[config.mk]
export PLATFORM = sky130hd
export DESIGN_NAME = sci_status_reg
export DESIGN_NICKNAME = d
export VERILOG_FILES = /design/src/rtl/sci_stat_pkg.sv /design/src/rtl/sci_reg_decode.sv /design/src/rtl/sci_flag_cell.sv /design/src/rtl/sci_cks_decode.sv /design/src/rtl/sci_status_reg.sv
export SDC_FILE = /design/constraint.sdc
export NUM_CORES = 1
export LEC_CHECK = 0
export ABC_AREA = 1
export CORE_MARGIN = 4
export CORE_UTILIZATION = 50
export DETAILED_ROUTE_END_ITERATION = 7
export DONT_BUFFER_PORTS = 1
export GPL_ROUTABILITY_DRIVEN = 0
export PLACE_DENSITY = 0.61
export RECOVER_POWER = 100
export SYNTH_ARGS = -nofsm -noshare
export SYNTH_HDL_FRONTEND = slang
export SYNTH_SLANG_ARGS = --single-unit
export TNS_END_PERCENT = 30
[constraint.sdc]
create_clock -name clk -period 1.3 [get_ports clk]
set_input_delay 0.26 -clock clk [delete_from_list [all_inputs] [get_ports clk]]
set_output_delay 0.26 -clock clk [all_outputs]
set_load 0.005 [all_outputs]
[src/rtl/sci_stat_pkg.sv]
// Package: shared constants and types for the serial status register.
// Assumes an 8-bit status word whose bit order is decoded by neighbours.
package sci_stat_pkg;

    localparam int unsigned STAT_W     = 8;
    localparam int unsigned NUM_STICKY = 5;
    localparam int unsigned STICKY_LSB = 3;
    localparam int unsigned BIT_TDONE  = 2;
    localparam int unsigned BIT_MPBR   = 1;
    localparam int unsigned BIT_MPBT   = 0;
    localparam int unsigned CKS_W      = 2;
    localparam int unsigned CKS_LSB    = 1;
    localparam logic [STAT_W-1:0] STAT_RESET = 8'h84;

    typedef enum logic [CKS_W-1:0] {
        CKS_INT_PLAIN = 2'b00,
        CKS_INT_ALT   = 2'b01,
        CKS_EXT       = 2'b10,
        CKS_RSVD      = 2'b11
    } cks_e;

    typedef struct packed {
        logic sck_oe;
        logic sck_clk_en;
        logic sck_gpio;
        logic clk_ext;
        logic clk_ext_x16;
        logic cfg_err;
    } sck_cfg_t;

endpackage

[src/rtl/sci_reg_decode.sv]
// Module: turns the bus select, address and strobes into per-register
// read and write enables. Assumes the two addresses differ.
module sci_reg_decode #(
    parameter int unsigned ADDR_W      = 1,
    parameter logic [ADDR_W-1:0] STATUS_ADDR = '0,
    parameter logic [ADDR_W-1:0] CTRL_ADDR   = 1
) (
    input  logic              sel,
    input  logic [ADDR_W-1:0] addr,
    input  logic              rd,
    input  logic              wr,
    output logic              st_rd,
    output logic              st_wr,
    output logic              ctl_rd,
    output logic              ctl_wr
);

    logic hit_st;
    logic hit_ctl;

    // Address match for each register.
    always_comb begin
        hit_st  = sel && (addr == STATUS_ADDR);
        hit_ctl = sel && (addr == CTRL_ADDR);
    end

    // Qualify the matches with the strobes.
    always_comb begin
        st_rd  = hit_st  && rd;
        st_wr  = hit_st  && wr;
        ctl_rd = hit_ctl && rd;
        ctl_wr = hit_ctl && wr;
    end

endmodule

[src/rtl/sci_flag_cell.sv]
// Module: one sticky status flag together with its read-as-1 arm.
// Priority, highest first: low-power restore, hardware set, armed clear,
// arming read. Assumes clr_i is a status write carrying 0 in this bit.
module sci_flag_cell #(
    parameter logic INIT = 1'b0
) (
    input  logic clk,
    input  logic rst_n,
    input  logic lowpwr,
    input  logic set_i,
    input  logic clr_i,
    input  logic rd_i,
    output logic flag_o,
    output logic arm_o
);

    logic flag_q;
    logic arm_q;

    // Update the flag and its arm in priority order.
    always_ff @(posedge clk) begin
        if (!rst_n || lowpwr) begin
            flag_q <= INIT;
            arm_q  <= 1'b0;
        end else if (set_i) begin
            flag_q <= 1'b1;
            arm_q  <= 1'b0;
        end else if (clr_i && arm_q) begin
            flag_q <= 1'b0;
            arm_q  <= 1'b0;
        end else if (rd_i && flag_q) begin
            arm_q  <= 1'b1;
        end
    end

    assign flag_o = flag_q;
    assign arm_o  = arm_q;

    AST_SET_WINS: assert property (@(posedge clk) disable iff (!rst_n)
        (set_i && !lowpwr) |=> flag_o);
    AST_NO_BLIND_CLEAR: assert property (@(posedge clk) disable iff (!rst_n)
        (flag_o && !arm_o && !lowpwr) |=> flag_o);
    AST_ARM_NEEDS_FLAG: assert property (@(posedge clk) disable iff (!rst_n)
        arm_o |-> flag_o);

endmodule

[src/rtl/sci_cks_decode.sv]
// Module: maps the clock-select field and the mode input to the role of
// the serial clock pin. Purely combinational; reserved codes leave the pin
// undriven and raise an error.
module sci_cks_decode
    import sci_stat_pkg::*;
(
    input  logic [CKS_W-1:0] cks,
    input  logic             sync_mode,
    output sck_cfg_t         cfg
);

    // Decode the mode/select pair into the pin role.
    always_comb begin
        cfg = '0;
        unique case ({sync_mode, cks})
            {1'b0, CKS_INT_PLAIN}: cfg.sck_gpio = 1'b1;
            {1'b0, CKS_INT_ALT}: begin
                cfg.sck_oe     = 1'b1;
                cfg.sck_clk_en = 1'b1;
            end
            {1'b0, CKS_EXT}: begin
                cfg.clk_ext     = 1'b1;
                cfg.clk_ext_x16 = 1'b1;
            end
            {1'b1, CKS_INT_PLAIN}: begin
                cfg.sck_oe     = 1'b1;
                cfg.sck_clk_en = 1'b1;
            end
            {1'b1, CKS_EXT}: cfg.clk_ext = 1'b1;
            default: cfg.cfg_err = 1'b1;
        endcase
    end

endmodule

[src/rtl/sci_status_reg.sv]
// Module: status word and clock-select register of a serial port.
// Sticky flags clear only after being read as 1; tx-done and rx-mpb are
// hardware-owned; low-power entry restores the status reset value. The
// clock-select field survives low power and is reset only by rst_n.
module sci_status_reg
    import sci_stat_pkg::*;
#(
    parameter int unsigned ADDR_W      = 1,
    parameter logic [ADDR_W-1:0] STATUS_ADDR = '0,
    parameter logic [ADDR_W-1:0] CTRL_ADDR   = 1
) (
    input  logic                  clk,
    input  logic                  rst_n,
    input  logic                  bus_sel,
    input  logic [ADDR_W-1:0]     bus_addr,
    input  logic                  bus_rd,
    input  logic                  bus_wr,
    input  logic [STAT_W-1:0]     bus_wdata,
    output logic [STAT_W-1:0]     bus_rdata,
    input  logic [NUM_STICKY-1:0] flag_set,
    input  logic                  tend_set,
    input  logic                  tend_clr,
    input  logic                  mpb_load,
    input  logic                  mpb_value,
    input  logic                  sync_mode,
    input  logic                  lowpwr,
    output logic [STAT_W-1:0]     status_o,
    output logic                  mpbt_o,
    output logic                  sck_oe,
    output logic                  sck_clk_en,
    output logic                  sck_gpio,
    output logic                  clk_ext,
    output logic                  clk_ext_x16,
    output logic                  cfg_err
);

    logic st_rd, st_wr, ctl_rd, ctl_wr;
    logic [NUM_STICKY-1:0] sticky;
    logic [NUM_STICKY-1:0] arm_unused_view;
    logic tdone_q, mpbr_q, mpbt_q;
    logic [CKS_W-1:0] cks_q;
    logic [STAT_W-1:0] ctrl_view;
    sck_cfg_t cfg;

    sci_reg_decode #(
        .ADDR_W      (ADDR_W),
        .STATUS_ADDR (STATUS_ADDR),
        .CTRL_ADDR   (CTRL_ADDR)
    ) u_dec (
        .sel    (bus_sel),
        .addr   (bus_addr),
        .rd     (bus_rd),
        .wr     (bus_wr),
        .st_rd  (st_rd),
        .st_wr  (st_wr),
        .ctl_rd (ctl_rd),
        .ctl_wr (ctl_wr)
    );

    // One flag cell per sticky status bit; the reset value picks the init.
    for (genvar i = 0; i < NUM_STICKY; i++) begin : g_sticky
        localparam int unsigned POS = STICKY_LSB + i;
        sci_flag_cell #(
            .INIT (STAT_RESET[POS])
        ) u_cell (
            .clk    (clk),
            .rst_n  (rst_n),
            .lowpwr (lowpwr),
            .set_i  (flag_set[i]),
            .clr_i  (st_wr && !bus_wdata[POS]),
            .rd_i   (st_rd),
            .flag_o (sticky[i]),
            .arm_o  (arm_unused_view[i])
        );
    end

    // Hardware-owned tx-done flag; set beats clear.
    always_ff @(posedge clk) begin
        if (!rst_n || lowpwr)  tdone_q <= STAT_RESET[BIT_TDONE];
        else if (tend_set)     tdone_q <= 1'b1;
        else if (tend_clr)     tdone_q <= 1'b0;
    end

    // Hardware-owned received multiprocessor bit.
    always_ff @(posedge clk) begin
        if (!rst_n || lowpwr)  mpbr_q <= STAT_RESET[BIT_MPBR];
        else if (mpb_load)     mpbr_q <= mpb_value;
    end

    // CPU-owned multiprocessor bit for transmission.
    always_ff @(posedge clk) begin
        if (!rst_n || lowpwr)  mpbt_q <= STAT_RESET[BIT_MPBT];
        else if (st_wr)        mpbt_q <= bus_wdata[BIT_MPBT];
    end

    // Clock-select field, kept through low power.
    always_ff @(posedge clk) begin
        if (!rst_n)            cks_q <= CKS_INT_PLAIN;
        else if (ctl_wr)       cks_q <= bus_wdata[CKS_LSB +: CKS_W];
    end

    // Assemble the status word and the control read view.
    always_comb begin
        status_o = '0;
        status_o[STICKY_LSB +: NUM_STICKY] = sticky;
        status_o[BIT_TDONE] = tdone_q;
        status_o[BIT_MPBR]  = mpbr_q;
        status_o[BIT_MPBT]  = mpbt_q;
        ctrl_view = '0;
        ctrl_view[CKS_LSB +: CKS_W] = cks_q;
    end

    // Read data multiplexer.
    always_comb begin
        bus_rdata = '0;
        if (st_rd)       bus_rdata = status_o;
        else if (ctl_rd) bus_rdata = ctrl_view;
    end

    sci_cks_decode u_cks (
        .cks       (cks_q),
        .sync_mode (sync_mode),
        .cfg       (cfg)
    );

    assign mpbt_o      = mpbt_q;
    assign sck_oe      = cfg.sck_oe;
    assign sck_clk_en  = cfg.sck_clk_en;
    assign sck_gpio    = cfg.sck_gpio;
    assign clk_ext     = cfg.clk_ext;
    assign clk_ext_x16 = cfg.clk_ext_x16;
    assign cfg_err     = cfg.cfg_err;

    AST_LOWPWR_RESTORE: assert property (@(posedge clk) disable iff (!rst_n)
        lowpwr |=> (status_o == STAT_RESET));
    AST_TDONE_RO: assert property (@(posedge clk) disable iff (!rst_n)
        (st_wr && !tend_set && !tend_clr && !lowpwr) |=> $stable(status_o[BIT_TDONE]));
    AST_MPBR_RO: assert property (@(posedge clk) disable iff (!rst_n)
        (!mpb_load && !lowpwr) |=> $stable(status_o[BIT_MPBR]));
    AST_MPBT_WRITE: assert property (@(posedge clk) disable iff (!rst_n)
        (st_wr && !lowpwr) |=> (mpbt_o == $past(bus_wdata[BIT_MPBT])));
    AST_RSVD_QUIET: assert property (@(posedge clk) disable iff (!rst_n)
        cfg_err |-> (!sck_oe && !sck_clk_en && !clk_ext));
    AST_ONE_ROLE: assert property (@(posedge clk) disable iff (!rst_n)
        $onehot0({sck_gpio, sck_oe, clk_ext, cfg_err}));

endmodule

==> run_results.csv, run 1 <==
group,metric,value,unit
synth,synth_xor_area_frac,0,
power_and_ir_drop,p_sw_frac,0.269,
floorplan,core_area,0.00176,mm2
clock_tree,cts_root_buf,"clkbuf_4",
floorplan,rows,15,
timing,tightest_slew,0.265,ns
power_and_ir_drop,p_seq_frac,0.566,
clock_tree,cts_hold_buf,0,
power_and_ir_drop,power.switching,0.000230,W
power_and_ir_drop,irDropWorstVdd,0.429,mV
synth,ys_types,22,
cells_and_area,drive_above_1_share,0.255,
global_routing,first_global_vias,636,
min_path,hp-class,"input pin to flop",
global_routing,grt-ovfl-total,0,
timing,finalSetupViolations,0,
timing,min_period_over_period,0.967,
power_and_ir_drop,internal_power,0.000626,W
routing,drtIter0Drc,8,
run_status,outcome,"finished clean",
setup_path,path_max_fanout,5,
setup_path,timing.critical_path.arrival,1.00,ns
clock_tree,cts.reportedPaths.clkPinSlew,0.10,ns
floorplan,fp.dieW,51.6,um
clock_tree,clock_sinks,15,
timing,fin_worst_skew,0.000185,ns
timing,finalHoldViolations,0,
timing,period_minus_slack,1.26,ns
placed_design,place_inst,131,
cells_and_area,num-fill-cells,203,
clock_tree,htree_levels,1,
global_routing,grt_max_degree,13,
routing,drc,0,
synth,muxShareOfSynthArea,0,
cells_and_area,instances_no_fill,135,
floorplan,die_height,51.6,um
cells_and_area,areaGrowthSynthToFinish,-5.28,%
flow_run,cap_violations,0,
cells_and_area,n_antenna_cell,0,
clock_tree,cts_max_path_buffers,2,
routing,wl_per_cell,13.1,um
floorplan,dieArea,0.00266,mm2
floorplan,initial_utilization,0.538,
timing,grt_setup_unrepaired,"true",
synth,synth.avg_cell_area,8.04,um2
synth,ys_seq_elements,15,
synth,seq_area_frac_synth,0.317,
global_routing,antenna_found_initial,0,
routing,vias_per_cell,4.93,
setup_path,end_kind,"primary output",
clock_tree,worstSkewPairLatency,0.28,ns
setup_path,crit_chain,"inv_2, a21oi_1, nor2_2",
setup_path,worstSetupPathType,"flop to primary output",
floorplan,pin_count,48,
setup_path,worstSetupStartpointType,"flop",
routing,ant_nets,0,
clock_tree,cts_tree,"done",
synth,synth_nets,143,
synth,synth-adder-area-share,0,
synth,yosysWarningCount,0,
timing,fmax,0.795,GHz
setup_path,slowest_delay,0.39,ns
power_and_ir_drop,power.leakage,0.367,nW
synth,syn_inst,118,
synth,synth-compound-area-share,0.280,
setup_path,slowest_stage,"dfxtp_1",
synth,yosys.area_share.simple,0.173,
setup_path,crit_required,1.04,ns
cells_and_area,final_nets,136,
synth,netlist_area,948,um2
routing,vias,665,
synth,synth_top_family_by_area,"compound AO/OA/AOI/OAI gates",
timing,final.setup.tns,0,ns
placed_design,dpl.hpwl,1380,um
global_routing,track_usage,0.141,
power_and_ir_drop,pwr-share-clk,0.322,
power_and_ir_drop,p_comb_frac,0.112,
routing,routed_wl,1770,um
timing,finalMaxSlewViolations,0,
power_and_ir_drop,powerDensity,953,mW/mm2
placed_design,numPortBuffers,0,
routing,dr.pass1.iters,4,
clock_tree,cts_inserted_buffers,3,
global_routing,grt_pass1_wl,2790,um
timing,max_slew_margin,0.823,
per-stage QoR:
stage                     power (W)  utilization  hold WS [ns]  instance area, um2  setup WS, ns
after floorplan            0.000606            -         0.360                 948         0.235
after global placement     0.000589        0.493         0.371                 870         0.290
after detailed placement   0.000591        0.493         0.387                 870         0.278
after CTS                  0.000873        0.511        0.0667                 901       0.00912
after global routing       0.000906        0.509        0.0762                 898       -0.0263
final                      0.000856        0.509        0.0853                 898        0.0426
repair_timing:
item,4_1_cts,5_1_grt
gates resized for setup,2,6
setup endpoints to repair,2,3
setup buffers,0,0
pin swaps,0,1
hold endpoints to repair,0,0
synthesized netlist by cell type:
library cell,n,area (um2)
o21bai_4,5,93.8
nand2_1,5,18.8
nand3_2,1,10.0
nand2_2,1,6.26
o21ai_2,4,35.0
or2_2,1,6.26
dfxtp_1,15,300
nand3_1,2,10.0
inv_2,1,3.75
nor2_1,16,60.1
o21ai_1,1,5.00
o21ai_0,4,20.0
buf_4,9,67.6
buf_12,1,20.0
nand3_4,1,17.5
buf_6,2,22.5
inv_1,28,105
a21oi_2,9,78.8
nor3_1,2,10.0
o22ai_1,2,12.5
a21oi_1,4,20.0
nand4_1,4,25.0
layer usage:
layer,vias up,track usage,part of all wire
met4,0,0.0830,0.0090
met1,286,0.180,0.44
met5,-,0,0
met2,34,0.216,0.45
li1,343,-,-
met3,2,0.0344,0.098
power groups by stage:
stage	logic, W	registers, W	clock network, W
4_1_cts	0.0000975	0.000484	0.000291
3_3_place_gp	0.0000953	0.000494	0
5_1_grt	0.000108	0.000487	0.000311
2_1_floorplan	0.000116	0.000490	0
3_5_place_dp	0.0000965	0.000494	0
6_report	0.0000962	0.000484	0.000276
worst max-delay path: cells and delay by family (launching register included):
family / cells / cell delay [ns]
AO/OA/AOI/OAI: 1 / 0.16
buffers and inverters: 1 / 0.08
flip-flops: 1 / 0.39
AND/OR/NAND/NOR: 1 / 0.08
cells by family (layout without fill, tap and decap cells):
group | after synthesis | after routing
buffers and inverters | 41 | 33
AND/OR/NAND/NOR | 33 | 33
AO/OA/AOI/OAI | 29 | 29
flip-flops | 15 | 15
area by class of cell:
type,count,area [um2],area share
Multi-Input combinational cell,62,429,0.478
Sequential cell,15,302,0.336
Inverter,29,109,0.121
Tap cell,25,31.3,0.0348
Clock buffer,3,22.5,0.0251
Clock inverter,1,5.00,0.00557
path summary, 6_finish.rpt:
check | startpoint | end | slack (ns) | cells past startpoint
worst min register to register | g_sticky[1].u_cell.arm_o | g_sticky[1].u_cell.arm_o | 0.45 | 2
worst min-delay path | tend_clr | tdone_q | 0.09 | 1
worst max-delay path | cks_q[1] | sck_oe | 0.04 | 3
worst max register to register | g_sticky[4].u_cell.arm_o | g_sticky[4].u_cell.flag_o | 0.38 | 4
sequential cells by signal (all words and copies together), names as in the netlist:
| register | count |
|---|---|
| g_sticky.u_cell.flag_o | 5 |
| mpbt_o | 1 |
| cks_q | 2 |
| mpbr_q | 1 |
| g_sticky.u_cell.arm_o | 5 |
| tdone_q | 1 |
cells in the final DEF, fill, tap and decap left out, types with 2 or more instances in the layout:
master	netlist	routed
inv_1	28	27
dfxtp_1	15	14
nor2_1	16	13
a21oi_1	4	8
o21ai_0	4	5
nand2_1	5	5
a21oi_2	9	5
o21bai_4	5	5
nand4_1	4	4
o21ai_2	4	3
clkbuf_4	0	3
inv_2	1	2
nor2_2	0	2
nor3_1	2	2
nand3_1	2	2
No activity file was read; power rests on OpenSTA's default activity.
==> run 2: changes to the inputs <==
--- a/config.mk
+++ b/config.mk
@@ -5,8 +5,6 @@
 export SDC_FILE = /design/constraint.sdc
 export NUM_CORES = 1
 export LEC_CHECK = 0
-export ABC_AREA = 1
-export CORE_MARGIN = 4
 export CORE_UTILIZATION = 50
 export DETAILED_ROUTE_END_ITERATION = 7
 export DONT_BUFFER_PORTS = 1
==> run 2 against run 1 <==
Against the previous run: sequential cell count did not move; routed wire length fell by 23%; via count fell by 12%; largest cell class unchanged.
==> run_results.csv, run 2 <==
group,metric,value,unit
setup_path,slowest_stage,"dfxtp_2",
cells_and_area,final_nets,111,
power_and_ir_drop,irDropWorstVdd,0.924,mV
synth,synth-adder-area-share,0,
synth,muxShareOfSynthArea,0.0521,
synth,yosysWarningCount,0,
routing,routed_wl,1370,um
synth,synth-compound-area-share,0.130,
global_routing,first_global_vias,433,
synth,yosys.area_share.simple,0.287,
routing,vias_per_cell,5.88,
synth,ys.flop_type,"dfxtp_1",
synth,synthTopCellsByCount,"dfxtp_1 (15), a21oi_1 (9), buf_4 (9), nor2_1 (9)",
timing,fin_worst_skew,0.00350,ns
global_routing,grt_max_degree,14,
clock_tree,cts_hold_buf,0,
timing,tightest_slew,0.510,ns
clock_tree,htree_levels,1,
run_status,outcome,"finished clean",
floorplan,core_area,0.00137,mm2
flow_run,cap_violations,0,
timing,whs,0.0479,ns
floorplan,rows,13,
routing,dr.pass1.iters,4,
clock_tree,worstSkewPairLatency,0.28,ns
timing,min_period_over_period,0.909,
timing,max_slew_margin,0.660,
synth,ys_seq_elements,15,
synth,synth_top_cell_by_area,"dfxtp_1",
timing,fmax,0.846,GHz
floorplan,pin_count,48,
cells_and_area,layout_common_cells,"dfxtp_1 (13), a21oi_1 (9), nor2_1 (8), and2_0 (6), o21ai_0 (6)",
floorplan,dieArea,0.00170,mm2
synth,synth_edf_count,0,
cells_and_area,seq_area,303,um2
timing,finalMaxSlewViolations,0,
setup_path,timing.critical_path.arrival,0.92,ns
routing,vias,588,
synth,synth.avg_cell_area,8.35,um2
floorplan,die_height,41.2,um
routing,ant_nets,0,
synth,syn_inst,92,
min_path,hp-class,"input pin to flop",
clock_tree,cts_root_buf,"clkbuf_4",
timing,grt_setup_unrepaired,"false",
synth,synth_top_cell_area_share,0.391,
routing,drtIter0Drc,7,
cells_and_area,final_common_cell,"dfxtp_1",
setup_path,worstSetupStartpointType,"flop",
routing,drc,0,
synth,synth_xor_area_frac,0.0114,
floorplan,initial_utilization,0.562,
timing,final.setup.tns,0,ns
cells_and_area,areaGrowthSynthToFinish,-2.28,%
setup_path,crit_required,1.04,ns
routing,wl_per_cell,13.7,um
cells_and_area,n_antenna_cell,0,
synth,synth_most_common_cell,"dfxtp_1",
placed_design,numPortBuffers,0,
setup_path,end_kind,"primary output",
setup_path,path_max_fanout,7,
synth,netlist_area,768,um2
power_and_ir_drop,power.leakage,0.286,nW
synth,synth_top_family_by_area,"simple AND/OR/NAND/NOR gates",
synth,synth_area_leaders,"dfxtp_1 (39%), buf_4 (8.8%), a21oi_1 (5.9%)",
clock_tree,cts_tree,"done",
timing,period_minus_slack,1.18,ns
clock_tree,cts.reportedPaths.clkPinSlew,0.08,ns
setup_path,slowest_delay,0.41,ns
setup_path,worstSetupPathType,"flop to primary output",
cells_and_area,multi_input_comb_area,377,um2
global_routing,grt-ovfl-total,0,
clock_tree,cts_max_path_buffers,2,
timing,finalHoldViolations,0,
power_and_ir_drop,powerDensity,1060,mW/mm2
global_routing,track_usage,0.166,
synth,seq_area_frac_synth,0.391,
setup_path,crit_chain,"xnor2_1, nor2_2",
synth,synth_nets,117,
floorplan,fp.dieW,41.2,um
cells_and_area,num-fill-cells,135,
global_routing,grt_pass1_wl,1680,um
synth,synth-async-reset-ratio,0,
global_routing,antenna_found_initial,0,
synth,ys_types,25,
clock_tree,clock_sinks,15,
placed_design,dpl.hpwl,1020,um
clock_tree,cts_inserted_buffers,3,
cells_and_area,drive_above_1_share,0.118,
timing,finalSetupViolations,0,
[run 2: timing repair]
item                       in CTS  in global routing
setup endpoints to repair       2                  4
buffers inserted                0                  0
resized for setup               1                  3
[run 2: report_power, final]
group	switching, W	internal, W
combinational	0.0000308	0.0000281
clock	0.000137	0.000119
sequential	0.0000130	0.000471
[run 2: metal layers]
layer	routed length (um)	global-route usage
met4	12	0.0484
met5	0	0
met2	687	0.301
met3	135	0.114
met1	533	0.145
[run 2: per-stage QoR]
stage               cells  utilization  setup slack [ns]  total power, W  instance area, um2
finish                100        0.549             0.118        0.000799                 751
global route          100        0.549            0.0107        0.000846                 751
CTS                   100        0.543            0.0173        0.000808                 742
detailed placement     96        0.523             0.139        0.000553                 714
global placement       96        0.523             0.146        0.000551                 714
floorplan              92            -            0.0967        0.000557                 768
[run 2: critical path, delay by kind of cell (launching register included)]
kind             cells  cell delay, ns
flip-flops           1            0.41
AND/OR/NAND/NOR      1            0.13
XOR/XNOR             1            0.10
[run 2: cell type report]
class / count / area share
Timing Repair Buffer: 1 / 0.0100
Inverter: 5 / 0.0250
Clock buffer: 4 / 0.0350
Multi-Input combinational cell: 60 / 0.502
Tap cell: 15 / 0.0250
Sequential cell: 15 / 0.403
[run 2: final timing paths]
path,cells past startpoint,slack (ns),endpoint,from
setup / recovery,2,0.12,sck_clk_en,cks_q[0]
hold / removal,1,0.05,g_sticky[0].u_cell.arm_o,flag_set[0]
setup reg to reg,2,0.19,g_sticky[4].u_cell.flag_o,g_sticky[4].u_cell.arm_o
hold reg to reg,1,0.52,tdone_q,tdone_q
[run 2: logic make-up (layout without fill, tap and decap cells)]
group / Yosys count / count (layout)
simple gates: 37 / 37
xor+xnor: 1 / 1
mux: 4 / 4
compound gates: 18 / 18
buf+inv: 17 / 10
flops: 15 / 15
